[src/rtl/cs_enc_pkg.sv]
package cs_enc_pkg;
  // Galois right-shift feedback masks for maximal-length sequences.
  function automatic logic [31:0] lfsr_taps(input int width);
    case (width)
      8:       return 32'h0000_00B8;
      32:      return 32'hA300_0000;
      default: return 32'h0000_B400;
    endcase
  endfunction
endpackage

[src/rtl/cs_batch_ctrl.sv]
module cs_batch_ctrl #(
  parameter int BATCH_N = 512
) (
  input  logic clk_i,
  input  logic rst_ni,
  input  logic take_i,
  input  logic bypass_i,
  output logic first_o,
  output logic end_o,
  output logic byp_o
);
  localparam int CNT_W = $clog2(BATCH_N);
  localparam logic [CNT_W-1:0] CNT_MAX = CNT_W'(BATCH_N - 1);

  logic [CNT_W-1:0] cnt_q;
  logic             mode_q;

  assign first_o = (cnt_q == '0);
  assign end_o   = take_i && (cnt_q == CNT_MAX);
  assign byp_o   = first_o ? bypass_i : mode_q;

  always_ff @(posedge clk_i or negedge rst_ni) begin
    if (!rst_ni) begin
      cnt_q  <= '0;
      mode_q <= 1'b0;
    end else if (take_i) begin
      cnt_q <= end_o ? '0 : cnt_q + 1'b1;
      if (first_o) mode_q <= bypass_i;
    end
  end

  p_batch_wrap_r5: assert property (@(posedge clk_i) disable iff (!rst_ni)
    end_o |=> first_o);
  p_mode_hold_r8: assert property (@(posedge clk_i) disable iff (!rst_ni)
    (take_i && !first_o) |=> (mode_q == $past(mode_q)));
endmodule

[src/rtl/cs_meas_row.sv]
module cs_meas_row #(
  parameter int RESP_W = 8,
  parameter int LFSR_W = 16,
  parameter int ACC_W  = 17
) (
  input  logic              clk_i,
  input  logic              rst_ni,
  input  logic              take_i,
  input  logic              first_i,
  input  logic [RESP_W-1:0] resp_i,
  input  logic [LFSR_W-1:0] seed_i,
  output logic [ACC_W-1:0]  sum_o
);
  localparam logic [LFSR_W-1:0] TAPS = LFSR_W'(cs_enc_pkg::lfsr_taps(LFSR_W));

  logic [LFSR_W-1:0] st_q, src, nxt;
  logic [ACC_W-1:0]  acc_q, base;

  // Seed and a zero base are taken directly on the first response of a batch.
  assign src   = first_i ? seed_i : st_q;
  assign nxt   = (src >> 1) ^ (src[0] ? TAPS : '0);
  assign base  = first_i ? '0 : acc_q;
  assign sum_o = base + (src[0] ? ACC_W'(resp_i) : '0);

  always_ff @(posedge clk_i or negedge rst_ni) begin
    if (!rst_ni) begin
      st_q  <= '0;
      acc_q <= '0;
    end else if (take_i) begin
      st_q  <= nxt;
      acc_q <= sum_o;
    end
  end

  p_no_overflow_r3: assert property (@(posedge clk_i) disable iff (!rst_ni)
    take_i |-> (sum_o >= base));
  p_lfsr_live_r2: assert property (@(posedge clk_i) disable iff (!rst_ni)
    (take_i && src != '0) |=> (st_q != '0));
endmodule

[src/rtl/cs_drain.sv]
module cs_drain #(
  parameter int MEAS_M = 16,
  parameter int RESP_W = 8,
  parameter int ACC_W  = 17
) (
  input  logic                          clk_i,
  input  logic                          rst_ni,
  input  logic                          load_i,
  input  logic [MEAS_M-1:0][ACC_W-1:0]  sums_i,
  input  logic                          raw_valid_i,
  input  logic                          raw_last_i,
  input  logic [RESP_W-1:0]             raw_i,
  output logic [ACC_W-1:0]              data_o,
  output logic                          valid_o,
  output logic                          last_o
);
  localparam int LW = $clog2(MEAS_M + 1);

  logic [MEAS_M-1:0][ACC_W-1:0] sh_q;
  logic [LW-1:0]                left_q;
  logic                         busy;
  logic                         rv_q, rl_q;
  logic [RESP_W-1:0]            rd_q;

  assign busy = (left_q != '0);

  for (genvar k = 0; k < MEAS_M; k++) begin : g_sh
    always_ff @(posedge clk_i or negedge rst_ni) begin
      if (!rst_ni)     sh_q[k] <= '0;
      else if (load_i) sh_q[k] <= sums_i[k];
      else if (busy) begin
        if (k == MEAS_M - 1) sh_q[k] <= '0;
        else                 sh_q[k] <= sh_q[(k + 1) % MEAS_M];
      end
    end
  end

  always_ff @(posedge clk_i or negedge rst_ni) begin
    if (!rst_ni) begin
      left_q <= '0;
      rv_q   <= 1'b0;
      rl_q   <= 1'b0;
      rd_q   <= '0;
    end else begin
      if (load_i)    left_q <= LW'(MEAS_M);
      else if (busy) left_q <= left_q - 1'b1;
      rv_q <= raw_valid_i;
      rl_q <= raw_last_i;
      if (raw_valid_i) rd_q <= raw_i;
    end
  end

  assign data_o  = busy ? sh_q[0] : ACC_W'(rd_q);
  assign valid_o = busy || rv_q;
  assign last_o  = busy ? (left_q == LW'(1)) : (rv_q && rl_q);

  p_last_valid_r5: assert property (@(posedge clk_i) disable iff (!rst_ni)
    last_o |-> valid_o);
  p_drain_contig_r5: assert property (@(posedge clk_i) disable iff (!rst_ni)
    (busy && !last_o && !load_i) |=> (valid_o && busy));
  p_no_collide_r8: assert property (@(posedge clk_i) disable iff (!rst_ni)
    !(busy && rv_q));
endmodule

[src/rtl/cs_meas_encoder.sv]
module cs_meas_encoder #(
  parameter int BATCH_N = 512,
  parameter int MEAS_M  = 16,
  parameter int RESP_W  = 8,
  parameter int LFSR_W  = 16
) (
  input  logic                               clk_i,
  input  logic                               rst_ni,
  input  logic [RESP_W-1:0]                  resp_i,
  input  logic                               resp_valid_i,
  input  logic                               bypass_i,
  input  logic [MEAS_M*LFSR_W-1:0]           seed_i,
  output logic [$clog2(BATCH_N)+RESP_W-1:0]  meas_o,
  output logic                               meas_valid_o,
  output logic                               meas_last_o
);
  localparam int ACC_W = $clog2(BATCH_N) + RESP_W;

  logic                         first, bend, byp;
  logic [MEAS_M-1:0][ACC_W-1:0] sums;

  cs_batch_ctrl #(.BATCH_N(BATCH_N)) u_ctrl (
    .clk_i    (clk_i),
    .rst_ni   (rst_ni),
    .take_i   (resp_valid_i),
    .bypass_i (bypass_i),
    .first_o  (first),
    .end_o    (bend),
    .byp_o    (byp)
  );

  for (genvar j = 0; j < MEAS_M; j++) begin : g_row
    cs_meas_row #(.RESP_W(RESP_W), .LFSR_W(LFSR_W), .ACC_W(ACC_W)) u_row (
      .clk_i   (clk_i),
      .rst_ni  (rst_ni),
      .take_i  (resp_valid_i),
      .first_i (first),
      .resp_i  (resp_i),
      .seed_i  (seed_i[j*LFSR_W +: LFSR_W]),
      .sum_o   (sums[j])
    );
  end

  cs_drain #(.MEAS_M(MEAS_M), .RESP_W(RESP_W), .ACC_W(ACC_W)) u_drain (
    .clk_i       (clk_i),
    .rst_ni      (rst_ni),
    .load_i      (bend && !byp),
    .sums_i      (sums),
    .raw_valid_i (resp_valid_i && byp),
    .raw_last_i  (bend && byp),
    .raw_i       (resp_i),
    .data_o      (meas_o),
    .valid_o     (meas_valid_o),
    .last_o      (meas_last_o)
  );

  p_reset_quiet_r1: assert property (@(posedge clk_i) disable iff (!rst_ni)
    $rose(meas_valid_o) |-> ($past(bend) || $past(resp_valid_i && byp)));
endmodule

[config.mk]
export PLATFORM = sky130hd
export DESIGN_NAME = cs_meas_encoder
export DESIGN_NICKNAME = d
export VERILOG_FILES = /design/src/rtl/cs_enc_pkg.sv /design/src/rtl/cs_batch_ctrl.sv /design/src/rtl/cs_meas_row.sv /design/src/rtl/cs_drain.sv /design/src/rtl/cs_meas_encoder.sv
export SDC_FILE = /design/constraint.sdc
export NUM_CORES = 2
export LEC_CHECK = 0
export ABC_AREA = 1
export BUFFER_PORTS_ARGS = -buffer_cell sky130_fd_sc_hd__buf_4
export CORE_ASPECT_RATIO = 1.4
export CORE_MARGIN = 5
export CORE_UTILIZATION = 53
export DETAILED_ROUTE_END_ITERATION = 7
export PLACE_DENSITY = 0.71
export SYNTH_ARGS = -nofsm -noshare
export SYNTH_HDL_FRONTEND = slang
export SYNTH_HIERARCHICAL = 1
export SYNTH_SLANG_ARGS = --single-unit
[constraint.sdc]
create_clock -name clk_i -period 4.3 [get_ports clk_i]
set_input_delay 1.075 -clock clk_i [delete_from_list [all_inputs] [get_ports clk_i]]
set_output_delay 1.075 -clock clk_i [all_outputs]
set_load 0.02 [all_outputs]
==> results.toml <==
[status]
outcome = "complete, no violations"

[clock_network]
cts_buffers = 87
clkSlewWorstSetupHoldPaths_ns = 0.06
clock_latency_ns = 0.67
clkSinkCount = 825
cts_tree = "built"
clockRootBuffer = "clkbuf_16"
htreeDepth = 3
clk_path_buf_depth = 3

[floorplan]
initial_core_util = 0.533
dieArea_um2 = 105000
coreArea_um2 = 98000
die_h_um = 382
die_w_um = 275
row_count = 136
io_pins = 287

[worst_setup_path]
endpoint_kind = "flop"
crit_required_ns = 4.85
cp_slowest_cell = "fa_1"
critPathLaunchType = "flop"
worst-r2r-cell-count = 25
critPathTopFamily = "simple AND/OR/NAND/NOR gates"
critPathKind = "reg -> reg"
slowest_delay_ns = 0.42
cp_max_fo = 32
cp.depth = 25
arrival_ns = 4.51
cp_num_buf_inv = 5
cp_common_cell = "nand2_1"

[pwr]
power.total_mw = 25.6
peakVddDrop_uv = 333
p_leak_nw = 32.9
powerDensity_nw_per_um2 = 439

[place]
place_area_um2 = 55500
place_inst = 9070
finalWeightedCongestion = 0.955
dp_worst_setup_slack_ns = 0.269
dp_hpwl_um = 94700
port_buffers = 286

[yosys]
synth_area_leaders = "dfrtp_1, nand2_1, inv_1"
synth_top_flop_cell = "dfrtp_1"
synthTopCellsByCount = "nand2_1, inv_1, dfrtp_1"
syn_avg_cell_area_um2 = 6.80
synthesis.area_um2 = 52300
synthArstFlopShare = 1.00
synth_edf_count = 0
yosysUniqueCellTypes = 35
yosysSeqAreaShare = 0.395
synth_top_area_frac = 0.395
synth_nets = 8104
yosysWarnings = 6
synthCells = 7687
ys_seq_elements = 825
synth.most_common_cell = "nand2_1"
synth.largest_area_cell = "dfrtp_1"

[cells_and_area]
nNetsFinal = 8265
syn2layout_area_growth_pct = 11.7
n_antenna_cell = 0
layoutNonFillerInstCount = 9220
layout-drive-gt1-share = 0.0986
layout.core_utilization = 0.596
design_area_um2 = 58400
num-fill-cells = 9396

[global_routing]
grt_pass1_vias = 46700
top_usage_layer = "met2"
grt_use_met3 = 0.0275
overflow = 0
antenna_found_initial = 0
grt_use_met2 = 0.451
grtUsageTotal = 0.264
grt_max_degree = 243
met1_usage = 0.345
grt_pass1_wl_um = 231000

[sta]
period_minus_slack_ns = 3.97
worst_slack_ns = 0.334
fin_crit_sh = 0.922
maxSlewHeadroom = 0.265
holdWs_ns = 0.410
fin_setup_tns_ns = 0
hold_viol = 0
rsz0062_at_grt = "no"
slew_viol_final = 0
skew_ns = 0.0168
tightest_slew_ns = 1.10
setup_viol = 0
fmax_ghz = 0.252

[flow_run]
drv_cap = 0

[routing]
drc_errors = 0
num_vias = 47300
drtIter0Drc = 3241
wl_per_cell_um = 15.1
routed_via_density = 5.13
routed_wl_um = 139000
final_antenna_net_count = 0
drtPass1Iterations = 6

[worst_hold_path]
hp-class = "in -> async"
## metal layers
| metal | routed length [µm] | vias up |
|---|---|---|
| li1 | - | 23900 |
| met1 | 60900 | 22100 |
| met2 | 66800 | 1101 |
| met3 | 6570 | 251 |
| met4 | 5140 | 0 |
| met5 | 0 | - |
## final cells by class
cell class	instances	area, µm²	share of cell area
inverter	1008	3840	0.0659
timing repair buffer	396	3280	0.0562
sequential	825	20600	0.354
multi-input combinational	5530	26100	0.448
clock inverter	30	333	0.00570
clock buffer	120	2510	0.0431
tap	1311	1640	0.0281
## worst paths after layout
check / end / from / slack (ns)
worst min-delay path: g_row[6].u_row/st_q[6] / rst_ni / 0.41
min in group clk_i: u_drain/sh_q[187] / u_drain/sh_q[187] / 0.47
max in group asynchronous: g_row[11].u_row/st_q[4] / rst_ni / 2.75
worst max register to register: u_drain/sh_q[199] / u_ctrl/cnt_q[0] / 0.33
worst max-delay path: u_drain/sh_q[199] / u_ctrl/cnt_q[0] / 0.33
worst min register to register: u_drain/sh_q[187] / u_drain/sh_q[187] / 0.47
## cells by family after synthesis
kind of cell	after synthesis	share of synthesized area
compound gates	910	0.0887
simple gates	4319	0.348
buf+inv	1332	0.105
xor+xnor	152	0.0255
flops	825	0.395
fa+ha+maj	149	0.0380
## flip-flops by register name, summed over array words and instances (netlist names)
name	count
g_row.u_row/acc_q	272
u_drain/sh_q	272
g_row.u_row/st_q	256
u_ctrl/cnt_q	9
u_drain/rd_q	8
u_drain/left_q	5
u_ctrl/mode_q	1
u_drain/rl_q	1
u_drain/rv_q	1
## what timing repair did
action,4_1_cts,5_1_grt
endpoints found under the hold margin,0,0
gates resized for setup,0,3
endpoints found under the setup margin,0,21
buffers inserted,0,0
hold buffers,0,0
## worst register-to-register path, cell delays in order (launching register included)
cell and delay [ns]:
dfrtp_1 0.41, inv_1 0.09, ha_1 0.19, nand2_1 0.06, nor2_1 0.05, nand2_1 0.11
bufinv_16 0.29, buf_12 0.22, clkinv_4 0.05, buf_4 0.30, nand2_1 0.11, o21ai_2 0.23
nor2_1 0.09, ha_1 0.25, fa_1 0.42, nand3_1 0.12, nand2_1 0.10, nand2_1 0.07
nand2_1 0.16, nand2_1 0.11, nand2_1 0.07, and2_1 0.14, nand2_1 0.06, nand2_1 0.05
nand2_1 0.06, nand2_1 0.05
## placed cells by master (no fill, tap or decap), drive strengths merged
cell type | synthesis | final
and2 | 123 | 123
o22ai | 48 | 48
inv | 995 | 994
nand3 | 327 | 327
clkinv | 13 | 33
or2 | 33 | 33
nor2 | 624 | 624
xnor2 | 17 | 17
xor2 | 135 | 135
clkinvlp | 0 | 3
clkbuf | 154 | 120
nand2 | 3151 | 3151
ha | 133 | 133
dfrtp | 825 | 825
bufinv | 0 | 8
nand3b | 38 | 38
fa | 16 | 16
nor3 | 5 | 5
buf | 170 | 396
o21ai | 666 | 666
a21oi | 196 | 196
nand4 | 18 | 18
## power by group
| part | total (mW) | internal (mW) | switching, mW | leakage (nW) |
|---|---|---|---|---|
| clock network | 7.68 | 4.48 | 3.20 | 1.41 |
| logic | 8.10 | 2.85 | 5.25 | 20.5 |
| registers | 9.85 | 9.21 | 0.638 | 11.0 |
Note: power is estimated with default switching activity, not from simulation.
